===== config.mk =====
export PLATFORM = sky130hd
export DESIGN_NAME = axi_lat_profiler
export DESIGN_NICKNAME = d
export VERILOG_FILES = /design/src/rtl/lat_prof_pkg.sv /design/src/rtl/lat_fifo.sv /design/src/rtl/lat_beat_tracker.sv /design/src/rtl/lat_sat_acc.sv /design/src/rtl/axi_lat_profiler.sv
export SDC_FILE = /design/constraint.sdc
export NUM_CORES = 1
export LEC_CHECK = 0
export ABC_AREA = 1
export ABC_CLOCK_PERIOD_IN_PS = 8700
export BUFFER_PORTS_ARGS = -buffer_cell sky130_fd_sc_hd__buf_2
export CAP_MARGIN = 20
export CORE_ASPECT_RATIO = 0.7
export CORE_UTILIZATION = 40
export CTS_CLUSTER_SIZE = 12
export DETAILED_ROUTE_END_ITERATION = 8
export REMOVE_ABC_BUFFERS = 1
export SYNTH_ARGS = -nofsm -noshare
export SYNTH_HDL_FRONTEND = slang
export SYNTH_SLANG_ARGS = --single-unit

===== constraint.sdc =====
create_clock -name clk_i -period 8.7 [get_ports clk_i]
set_clock_uncertainty 0.1 [all_clocks]
set_input_delay 0 -clock clk_i [delete_from_list [all_inputs] [get_ports clk_i]]
set_output_delay 0 -clock clk_i [all_outputs]
set_load 0.01 [all_outputs]

===== src/rtl/lat_prof_pkg.sv =====
package lat_prof_pkg;
  localparam int unsigned CI_BYTES  = 0;
  localparam int unsigned CI_BURSTS = 1;
  localparam int unsigned CI_ADDR   = 2;
  localparam int unsigned CI_DATA   = 3;
  localparam int unsigned CI_RESP   = 4;
  localparam int unsigned NUM_CNT   = 5;
endpackage


===== src/rtl/lat_fifo.sv =====
module lat_fifo #(
  parameter int unsigned W     = 8,
  parameter int unsigned DEPTH = 4
) (
  input  logic         clk_i,
  input  logic         rst_ni,
  input  logic         push_i,
  input  logic [W-1:0] data_i,
  input  logic         pop_i,
  output logic [W-1:0] data_o,
  output logic         full_o,
  output logic         empty_o
);
  localparam int unsigned PTR_W = (DEPTH > 1) ? $clog2(DEPTH) : 1;
  localparam int unsigned OCC_W = $clog2(DEPTH + 1);

  logic [W-1:0]     mem_q [DEPTH];
  logic [PTR_W-1:0] wr_ptr_q, rd_ptr_q;
  logic [OCC_W-1:0] occ_q;
  logic             do_push, do_pop;

  assign full_o  = (occ_q == OCC_W'(DEPTH));
  assign empty_o = (occ_q == '0);
  assign do_push = push_i && !full_o;
  assign do_pop  = pop_i && !empty_o;
  assign data_o  = mem_q[rd_ptr_q];

  function automatic logic [PTR_W-1:0] nxt(input logic [PTR_W-1:0] p);
    return (p == PTR_W'(DEPTH - 1)) ? '0 : p + 1'b1;
  endfunction

  always_ff @(posedge clk_i) begin
    if (do_push) mem_q[wr_ptr_q] <= data_i;
  end

  always_ff @(posedge clk_i or negedge rst_ni) begin
    if (!rst_ni) begin
      wr_ptr_q <= '0;
      rd_ptr_q <= '0;
      occ_q    <= '0;
    end else begin
      if (do_push) wr_ptr_q <= nxt(wr_ptr_q);
      if (do_pop)  rd_ptr_q <= nxt(rd_ptr_q);
      case ({do_push, do_pop})
        2'b10:   occ_q <= occ_q + 1'b1;
        2'b01:   occ_q <= occ_q - 1'b1;
        default: occ_q <= occ_q;
      endcase
    end
  end
endmodule


===== src/rtl/lat_beat_tracker.sv =====
module lat_beat_tracker #(
  parameter int unsigned TS_W = 16
) (
  input  logic            clk_i,
  input  logic            rst_ni,
  input  logic [TS_W-1:0] now_i,
  input  logic [TS_W-1:0] head_ts_i,
  input  logic            beat_i,
  input  logic            last_i,
  output logic            done_o,
  output logic [TS_W-1:0] addr_lat_o,
  output logic [TS_W-1:0] data_lat_o
);
  logic            in_burst_q;
  logic [TS_W-1:0] first_ts_q, addr_lat_q;

  assign done_o     = beat_i && last_i;
  assign addr_lat_o = in_burst_q ? addr_lat_q : (now_i - head_ts_i);
  assign data_lat_o = in_burst_q ? (now_i - first_ts_q) : '0;

  always_ff @(posedge clk_i or negedge rst_ni) begin
    if (!rst_ni) begin
      in_burst_q <= 1'b0;
      first_ts_q <= '0;
      addr_lat_q <= '0;
    end else if (beat_i) begin
      in_burst_q <= !last_i;
      if (!in_burst_q) begin
        first_ts_q <= now_i;
        addr_lat_q <= now_i - head_ts_i;
      end
    end
  end
endmodule


===== src/rtl/lat_sat_acc.sv =====
module lat_sat_acc #(
  parameter int unsigned W = 32
) (
  input  logic         clk_i,
  input  logic         rst_ni,
  input  logic         clr_i,
  input  logic [W-1:0] inc_a_i,
  input  logic [W-1:0] inc_b_i,
  output logic [W-1:0] cnt_o,
  output logic         ovf_o
);
  localparam logic [W+1:0] LIMIT = {2'b00, {W{1'b1}}};

  logic [W-1:0] base;
  logic [W+1:0] sum;
  logic         hit;

  assign base = clr_i ? '0 : cnt_o;
  assign sum  = {2'b00, base} + {2'b00, inc_a_i} + {2'b00, inc_b_i};
  assign hit  = (sum >= LIMIT);

  always_ff @(posedge clk_i or negedge rst_ni) begin
    if (!rst_ni) begin
      cnt_o <= '0;
      ovf_o <= 1'b0;
    end else begin
      cnt_o <= hit ? LIMIT[W-1:0] : sum[W-1:0];
      ovf_o <= (ovf_o && !clr_i) || hit;
    end
  end
endmodule


===== src/rtl/axi_lat_profiler.sv =====
module axi_lat_profiler
  import lat_prof_pkg::*;
#(
  parameter int unsigned MASTER_ID  = 0,
  parameter int unsigned ID_W       = 4,
  parameter int unsigned DATA_BYTES = 8,
  parameter int unsigned LEN_W      = 8,
  parameter int unsigned TS_W       = 16,
  parameter int unsigned CNT_W      = 32,
  parameter int unsigned DEPTH      = 4
) (
  input  logic             clk_i,
  input  logic             rst_ni,
  input  logic             ar_valid_i,
  input  logic             ar_ready_i,
  input  logic [LEN_W-1:0] ar_len_i,
  input  logic             r_valid_i,
  input  logic             r_ready_i,
  input  logic             r_last_i,
  input  logic             aw_valid_i,
  input  logic             aw_ready_i,
  input  logic [LEN_W-1:0] aw_len_i,
  input  logic             w_valid_i,
  input  logic             w_ready_i,
  input  logic             w_last_i,
  input  logic             b_valid_i,
  input  logic             b_ready_i,
  input  logic             sample_i,
  output logic [ID_W-1:0]  master_id_o,
  output logic             smp_valid_o,
  output logic [CNT_W-1:0] smp_bytes_o,
  output logic [CNT_W-1:0] smp_bursts_o,
  output logic [CNT_W-1:0] smp_lat_addr_o,
  output logic [CNT_W-1:0] smp_lat_data_o,
  output logic [CNT_W-1:0] smp_lat_resp_o,
  output logic [4:0]       smp_ovf_o
);
  localparam int unsigned AQ_W = TS_W + LEN_W;
  localparam int unsigned BQ_W = 3 * TS_W + LEN_W;

  logic [TS_W-1:0] ts_q;

  always_ff @(posedge clk_i or negedge rst_ni) begin
    if (!rst_ni) ts_q <= '0;
    else         ts_q <= ts_q + 1'b1;
  end

  // read side
  logic             rd_push, rd_full, rd_empty, rd_beat, rd_done;
  logic [AQ_W-1:0]  rd_head;
  logic [TS_W-1:0]  rd_alat, rd_dlat;

  assign rd_push = ar_valid_i && ar_ready_i;
  assign rd_beat = r_valid_i && r_ready_i;

  lat_fifo #(.W(AQ_W), .DEPTH(DEPTH)) rd_q_i (
    .clk_i, .rst_ni, .push_i(rd_push), .data_i({ts_q, ar_len_i}),
    .pop_i(rd_done), .data_o(rd_head), .full_o(rd_full), .empty_o(rd_empty)
  );

  lat_beat_tracker #(.TS_W(TS_W)) rd_trk_i (
    .clk_i, .rst_ni, .now_i(ts_q), .head_ts_i(rd_head[AQ_W-1:LEN_W]),
    .beat_i(rd_beat), .last_i(r_last_i), .done_o(rd_done),
    .addr_lat_o(rd_alat), .data_lat_o(rd_dlat)
  );

  // write side: address queue then response queue
  logic             aw_push, aw_full, aw_empty, w_beat, w_done;
  logic [AQ_W-1:0]  aw_head;
  logic [TS_W-1:0]  w_alat, w_dlat;
  logic             b_hs, b_full, b_empty, b_done;
  logic [BQ_W-1:0]  b_head;

  assign aw_push = aw_valid_i && aw_ready_i;
  assign w_beat  = w_valid_i && w_ready_i;
  assign b_hs    = b_valid_i && b_ready_i;
  assign b_done  = b_hs && !b_empty;

  lat_fifo #(.W(AQ_W), .DEPTH(DEPTH)) aw_q_i (
    .clk_i, .rst_ni, .push_i(aw_push), .data_i({ts_q, aw_len_i}),
    .pop_i(w_done), .data_o(aw_head), .full_o(aw_full), .empty_o(aw_empty)
  );

  lat_beat_tracker #(.TS_W(TS_W)) w_trk_i (
    .clk_i, .rst_ni, .now_i(ts_q), .head_ts_i(aw_head[AQ_W-1:LEN_W]),
    .beat_i(w_beat), .last_i(w_last_i), .done_o(w_done),
    .addr_lat_o(w_alat), .data_lat_o(w_dlat)
  );

  lat_fifo #(.W(BQ_W), .DEPTH(DEPTH)) b_q_i (
    .clk_i, .rst_ni, .push_i(w_done),
    .data_i({w_alat, w_dlat, ts_q, aw_head[LEN_W-1:0]}),
    .pop_i(b_hs), .data_o(b_head), .full_o(b_full), .empty_o(b_empty)
  );

  logic [TS_W-1:0]  b_alat, b_dlat, b_last_ts, b_rlat;
  logic [LEN_W-1:0] b_len;
  assign {b_alat, b_dlat, b_last_ts, b_len} = b_head;
  assign b_rlat = ts_q - b_last_ts;

  // per-interval counters
  logic [CNT_W-1:0] inc_rd [NUM_CNT];
  logic [CNT_W-1:0] inc_wr [NUM_CNT];
  logic [CNT_W-1:0] cnt    [NUM_CNT];
  logic [CNT_W-1:0] snap_q [NUM_CNT];
  logic [NUM_CNT-1:0] ovf;
  logic [NUM_CNT-1:0] snap_ovf_q;

  always_comb begin
    for (int i = 0; i < int'(NUM_CNT); i++) begin
      inc_rd[i] = '0;
      inc_wr[i] = '0;
    end
    if (rd_done) begin
      inc_rd[CI_BYTES]  = CNT_W'({1'b0, rd_head[LEN_W-1:0]} + 1'b1) * CNT_W'(DATA_BYTES);
      inc_rd[CI_BURSTS] = CNT_W'(1);
      inc_rd[CI_ADDR]   = CNT_W'(rd_alat);
      inc_rd[CI_DATA]   = CNT_W'(rd_dlat);
    end
    if (b_done) begin
      inc_wr[CI_BYTES]  = CNT_W'({1'b0, b_len} + 1'b1) * CNT_W'(DATA_BYTES);
      inc_wr[CI_BURSTS] = CNT_W'(1);
      inc_wr[CI_ADDR]   = CNT_W'(b_alat);
      inc_wr[CI_DATA]   = CNT_W'(b_dlat);
      inc_wr[CI_RESP]   = CNT_W'(b_rlat);
    end
  end

  for (genvar g = 0; g < int'(NUM_CNT); g++) begin : g_acc
    lat_sat_acc #(.W(CNT_W)) acc_i (
      .clk_i, .rst_ni, .clr_i(sample_i),
      .inc_a_i(inc_rd[g]), .inc_b_i(inc_wr[g]),
      .cnt_o(cnt[g]), .ovf_o(ovf[g])
    );

    always_ff @(posedge clk_i or negedge rst_ni) begin
      if (!rst_ni)       snap_q[g] <= '0;
      else if (sample_i) snap_q[g] <= cnt[g];
    end
  end

  always_ff @(posedge clk_i or negedge rst_ni) begin
    if (!rst_ni) begin
      snap_ovf_q  <= '0;
      smp_valid_o <= 1'b0;
    end else begin
      smp_valid_o <= sample_i;
      if (sample_i) snap_ovf_q <= ovf;
    end
  end

  assign master_id_o    = ID_W'(MASTER_ID);
  assign smp_bytes_o    = snap_q[CI_BYTES];
  assign smp_bursts_o   = snap_q[CI_BURSTS];
  assign smp_lat_addr_o = snap_q[CI_ADDR];
  assign smp_lat_data_o = snap_q[CI_DATA];
  assign smp_lat_resp_o = snap_q[CI_RESP];
  assign smp_ovf_o      = snap_ovf_q;
endmodule


==> flow_metrics.tcl, run 1 <==
set metrics [dict create \
    outcome "complete, no violations" \
    drtAntennaViolNets 0 \
    synthCells 6164 \
    htree_levels 3 \
    final_area_sq_um 55500 \
    path_common_cell "nand2_1" \
    clk_pin_slew_worst_paths_ns 0.06 \
    worstHoldEndpoint "rd_q_i.wr_ptr_q[0]$_DFFE_PN0P_" \
    synth.distinct_cells 56 \
    worstMarginPinSlew_ns 1.18 \
    path_delay_family "simple AND/OR/NAND/NOR gates" \
    drtPass1Iterations 6 \
    cp_max_fo 33 \
    nFillCells 12000 \
    core_sq_um 122000 \
    r2r_end "g_acc[2].acc_i.cnt_o[1]$_DFF_PN0_" \
    vias 41800 \
    grt_pass1_vias 39400 \
    slew_violations 0 \
    slew_headroom 0.216 \
    numCtsBuffers 91 \
    finalNetCount 6625 \
    cts_sinks 850 \
    worst-path-buf-inv 5 \
    holdPathStages 5 \
    clk_path_buf_depth 3 \
    syn_area_sq_um 49100 \
    worstPathRequired_ns 9.22 \
    clkLatencyLatePin_ns 0.69 \
    grt_pass1_wl_microns 228000 \
    netlist_top_cells_area "edfxtp_1 (25%), dfrtp_1 (22%), nand2_1 (13%)" \
    port_buffers 196 \
    post-synth-top-area-cell "edfxtp_1" \
    powerDensity_nw_per_um2 241 \
    ys_seq_area_frac 0.476 \
    cp-startpoint "rd_q_i.rd_ptr_q[1]$_DFFE_PN0P_" \
    yosys_most_used_dff "dfrtp_1" \
    hold_buffers 48 \
    rsz0062_at_grt "false" \
    cp-end-kind "flop" \
    critPathKind "flop to flop" \
    post_cts_buffers 0 \
    async_reset_ff_frac 0.511 \
    via_per_inst 5.16 \
    drive_above_1_share 0.0759 \
    maxCapViolCount 0 \
    start_util 0.403 \
    synth_warnings 0 \
    grt_usage 0.236 \
    power_leakage_nw 26.2 \
    place_area_sq_um 52000 \
    die_h_microns 295 \
    synthMuxAreaShare 0 \
    post-route-drc-count 0 \
    synth_top_family_by_area "simple AND/OR/NAND/NOR gates" \
    synth_simple_gate_area_frac 0.274 \
    hold_viol_final 0 \
    r2r-start "rd_q_i.rd_ptr_q[1]$_DFFE_PN0P_" \
    hold_start "ar_valid_i" \
    postCtsResizedCells 0 \
    rrSetupSlack_ns 1.05 \
    worst-r2r-cell-count 43 \
    startpoint_type "flop" \
    synth.most_common_cell "nand2_1" \
    syn_area_per_cell_sq_um 7.97 \
    wire_per_inst_microns 18.1 \
    root_buffer "clkbuf_16" \
    routed_wl_microns 146000 \
    synth-seq-cells 850 \
    power_mw 13.4 \
    placed_cells 7874 \
    finalCritPeriodShare 0.879 \
    cp_slowest_cell "dfrtp_1" \
    place_congestion 0.945 \
    vdd_drop_max_mv 0.187 \
    initialDrtViolationCount 4061 \
    synth_edf_count 416 \
    synth_fa_ha_area_frac 0.0568 \
    dp_hpwl_microns 106000 \
    yosys.area_share.xor_xnor 0.0269 \
    stdcell_count 8091 \
    die_area_sq_um 124000 \
    finalSetupViolCount 0 \
    clock.fmax_ghz 0.131 \
    synth_top_area_frac 0.254 \
    antenna_found_initial 5 \
    synth_compound_area_frac 0.0940 \
    grt_overflow 0 \
    die_w_microns 421 \
    hp-class "primary input to flop" \
    fin_crit_ns 7.65 \
    rows 107 \
    synth_commonest_cells "nand2_1 (1706), nor2_1 (745), inv_1 (718)" \
    crit_path_max_incr_delay_ns 0.50 \
    final.setup.tns_ns 0 \
    grt_start_max_net_pins 132 \
    worstPathArrival_ns 8.16 \
    io-pin-count 201 \
    tritoncts "built" \
    syn_to_final_growth_pct 13.0 \
]
[power by group]
| group | switching [mW] | total, mW | internal [mW] |
|---|---|---|---|
| Clock | 1.68 | 4.03 | 2.35 |
| Combinational | 2.88 | 4.24 | 1.36 |
| Sequential | 0.279 | 5.12 | 4.84 |
[routing by layer]
metal / global-route usage / up-vias / part of all wire
met1: 0.365 / 19700 / 0.50
met5: 0 / - / 0.000089
met4: 0.0561 / 2 / 0.022
met2: 0.336 / 1288 / 0.40
li1: - / 20600 / -
met3: 0.0460 / 177 / 0.080
[area by class of cell]
type / count / area [sq um] / share of cell area
sequential: 850 / 23400 / 0.421
multi-input combinational: 4405 / 22300 / 0.402
inverter: 725 / 2730 / 0.0492
clock buffer: 137 / 2660 / 0.0478
tap: 1635 / 2050 / 0.0369
timing repair buffer: 307 / 2030 / 0.0365
clock inverter: 30 / 395 / 0.00712
antenna: 2 / 5.00 / 0.0000902
[stage by stage]
| step | hold slack, ns | utilization | worst slack [ns] |
|---|---|---|---|
| finish | 0.185 | 0.456 | 1.05 |
| global route | 0.188 | 0.456 | 0.220 |
| CTS | 0.144 | 0.456 | 1.15 |
| detailed placement | -0.0420 | 0.427 | 1.20 |
| global placement | -0.0492 | 0.427 | 1.33 |
| floorplan | -0.396 | - | 0.410 |
[worst min-delay path, stage by stage]
cell and delay, ns:
buf_2 0.10, nand2_1 0.06, dlygate4sd3_1 0.55, nor2_1 0.09, o21ai_0 0.14
[cell usage in the layout, fill, tap and decap left out, types with 8 or more instances in the layout]
cell | netlist | routed
clkbuf_16 | 0 | 95
buf_2 | 20 | 194
clkinv_1 | 3 | 12
nand3_1 | 496 | 496
nand3_2 | 14 | 14
edfxtp_1 | 416 | 416
nand2_2 | 10 | 10
dlygate4sd3_1 | 0 | 47
o21bai_1 | 16 | 16
o21ai_0 | 409 | 409
or2_2 | 8 | 8
xnor2_1 | 37 | 37
ha_1 | 199 | 199
clkbuf_8 | 0 | 12
o22ai_1 | 25 | 25
inv_1 | 718 | 715
a21oi_1 | 268 | 268
nand3b_1 | 29 | 29
buf_4 | 6 | 59
a32o_1 | 46 | 46
a31oi_1 | 11 | 10
nand4_1 | 71 | 71
fa_1 | 15 | 15
dfrtp_1 | 434 | 433
nor2_2 | 29 | 31
clkbuf_1 | 131 | 30
bufinv_16 | 0 | 8
nor2_4 | 8 | 19
nor3_1 | 50 | 50
nor4_1 | 9 | 9
and2_1 | 8 | 8
a21o_1 | 11 | 11
nand2_1 | 1706 | 1706
nor2_1 | 745 | 732
xor2_1 | 114 | 114
[kinds of logic after synthesis]
group	after synthesis
and+or+nand+nor	3205
buffers and inverters	912
DFF	850
other	1
xor gates and xnor gates	151
AOI/OAI and AO/OA	831
adders and majority gates	214
[state kept, by name, summed over array words and instances (netlist names), 32 cells and up]
signal / cells
b_q_i.mem_q: 224
aw_q_i.mem_q: 96
g_acc.acc_i.cnt_o: 160
rd_q_i.mem_q: 96
smp_lat_addr_o: 32
smp_lat_resp_o: 32
smp_bursts_o: 32
smp_lat_data_o: 32
smp_bytes_o: 32
[worst max-delay path by stage]
stage | endpoint | slack (ns) | cells past startpoint
final | g_acc[2].acc_i.cnt_o[1]$_DFF_PN0_ | 1.05 | 43
after global routing | g_acc[2].acc_i.cnt_o[2]$_DFF_PN0_ | 0.22 | 41
after CTS | g_acc[2].acc_i.cnt_o[24]$_DFF_PN0_ | 1.15 | 43
after detailed placement | g_acc[2].acc_i.cnt_o[23]$_DFF_PN0_ | 1.20 | 43
after global placement | g_acc[2].acc_i.cnt_o[5]$_DFF_PN0_ | 1.33 | 43
after floorplan | g_acc[4].acc_i.ovf_o$_DFF_PN0_ | 0.41 | 36
(Power assumes the default switching activity.)
==> run 2: changes to the inputs <==
--- a/config.mk
+++ b/config.mk
@@ -6,7 +6,7 @@
 export NUM_CORES = 1
 export LEC_CHECK = 0
 export ABC_AREA = 1
-export ABC_CLOCK_PERIOD_IN_PS = 8700
+export ABC_CLOCK_PERIOD_IN_PS = 9500
 export BUFFER_PORTS_ARGS = -buffer_cell sky130_fd_sc_hd__buf_2
 export CAP_MARGIN = 20
 export CORE_ASPECT_RATIO = 0.7
==> constraint.sdc (replaced) <==
create_clock -name clk_i -period 9.5 [get_ports clk_i]
set_clock_uncertainty 0.1 [all_clocks]
set_input_delay 0 -clock clk_i [delete_from_list [all_inputs] [get_ports clk_i]]
set_output_delay 0 -clock clk_i [all_outputs]
set_load 0.01 [all_outputs]
==> flow_metrics.tcl, run 2 (synthesis gave the netlist of run 1 again) <==
set metrics [dict create \
    wire_per_inst_microns 18.3 \
    port_buffers 196 \
    grt_usage 0.238 \
    grt_pass1_wl_microns 228000 \
    core_sq_um 122000 \
    root_buffer "clkbuf_16" \
    largest_reg_flops 224 \
    worstMarginPinSlew_ns 1.16 \
    tritoncts "built" \
    syn_to_final_growth_pct 12.7 \
    hold_start "sample_i" \
    vdd_drop_max_mv 0.135 \
    clock.fmax_ghz 0.121 \
    clkLatencyLatePin_ns 0.71 \
    critPathKind "flop to flop" \
    io-pin-count 201 \
    crit_path_max_incr_delay_ns 0.53 \
    startpoint_type "flop" \
    post-route-drc-count 0 \
    final_cell_mix "nand2_1 (1706), nor2_1 (732), inv_1 (715), nand3_1 (496), dfrtp_1 (433)" \
    stdcell_count 8090 \
    cp-end-kind "flop" \
    die_w_microns 421 \
    final.setup.tns_ns 0 \
    worstPathRequired_ns 9.98 \
    initialDrtViolationCount 3801 \
    die_area_sq_um 124000 \
    htree_levels 3 \
    place_area_sq_um 51900 \
    fin_util 0.455 \
    worst-path-buf-inv 7 \
    place_ws_ns 1.40 \
    hold_viol_final 0 \
    via_per_inst 5.17 \
    power_leakage_nw 26.1 \
    finalCritPeriodShare 0.872 \
    final_common_cell "nand2_1" \
    placed_cells 7873 \
    grt_start_max_net_pins 141 \
    clk_path_buf_depth 3 \
    top_regs "b_q_i.mem_q (224), g_acc.acc_i.cnt_o (160)" \
    antenna_found_initial 1 \
    outcome "complete, no violations" \
    largest_register "b_q_i.mem_q" \
    cp_slowest_cell "inv_1" \
    postCtsResizedCells 0 \
    power_mw 12.1 \
    hold_buffers 48 \
    die_h_microns 295 \
    path_delay_family "simple AND/OR/NAND/NOR gates" \
    routed_wl_microns 148000 \
    holdWs_ns 0.0901 \
    numCtsBuffers 90 \
    cts_sinks 850 \
    rows 107 \
    vias 41800 \
    drtPass1Iterations 6 \
    slew_violations 0 \
    clk_pin_slew_worst_paths_ns 0.06 \
    finalNetCount 6626 \
    cp-startpoint "rd_q_i.rd_ptr_q[1]$_DFFE_PN0P_" \
    layout_setup_ws_ns 1.22 \
    post_cts_buffers 0 \
    start_util 0.403 \
    dp_hpwl_microns 107000 \
    cp_max_fo 22 \
    grt_pass1_vias 38700 \
    grt_overflow 0 \
    insertedDiodeCount 0 \
    final_area_sq_um 55300 \
    path_common_cell "nand2_1" \
    place_congestion 0.946 \
    worstPathArrival_ns 8.77 \
    hp-class "primary input to flop" \
    drive_above_1_share 0.0758 \
    rsz0062_at_grt "false" \
    fin_crit_ns 8.28 \
    r2r-start "rd_q_i.rd_ptr_q[1]$_DFFE_PN0P_" \
    maxCapViolCount 0 \
    finalSetupViolCount 0 \
    slew_headroom 0.224 \
    powerDensity_nw_per_um2 219 \
    drtAntennaViolNets 0 \
]
-- run 2: worst paths after layout --
check                                                    end  slack (ns)  cells past startpoint
setup / recovery           g_acc[2].acc_i.cnt_o[9]$_DFF_PN0_        1.22                     42
setup reg to reg           g_acc[2].acc_i.cnt_o[9]$_DFF_PN0_        1.22                     42
hold reg to reg               smp_lat_data_o[29]$_DFFE_PN0P_        0.36                      2
hold / removal                         smp_valid_o$_DFF_PN0_        0.09                      2
max in group asynchronous        aw_q_i.occ_q[2]$_DFFE_PN0P_        7.19                      5
min in group asynchronous      smp_lat_addr_o[6]$_DFFE_PN0P_        0.36                      4
-- run 2: worst reg2reg max path: cells and delay by family (launching register included) --
family | cells | cell delay, ns
flops | 1 | 0.52
simple gates | 19 | 2.67
xor+xnor | 1 | 0.21
buf+inv | 7 | 1.44
fa+ha+maj | 3 | 1.07
compound gates | 12 | 2.15
-- run 2: cell type report --
type,instances,area (sq um)
clock buffers,137,2540
inverters,725,2730
multi-input cells,4405,22300
clock inverters,29,319
well taps,1635,2050
repair buffers,309,2050
flip-flops and latches,850,23400
fillers,12000,66400
-- run 2: power breakdown --
group	internal, mW	total [mW]	switching [mW]	leakage (nW)
Combinational	1.25	3.94	2.69	15.1
Sequential	4.43	4.67	0.237	9.59
Clock	1.94	3.48	1.54	1.38
-- run 2: metal layers --
layer | vias up | part of all wire | routed length [microns] | track usage
met3 | 173 | 0.072 | 10700 | 0.0394
li1 | 20700 | - | - | -
met2 | 1301 | 0.40 | 59400 | 0.336
met1 | 19700 | 0.51 | 74800 | 0.375
met4 | 0 | 0.020 | 3000 | 0.0516
met5 | - | 0 | 0 | 0
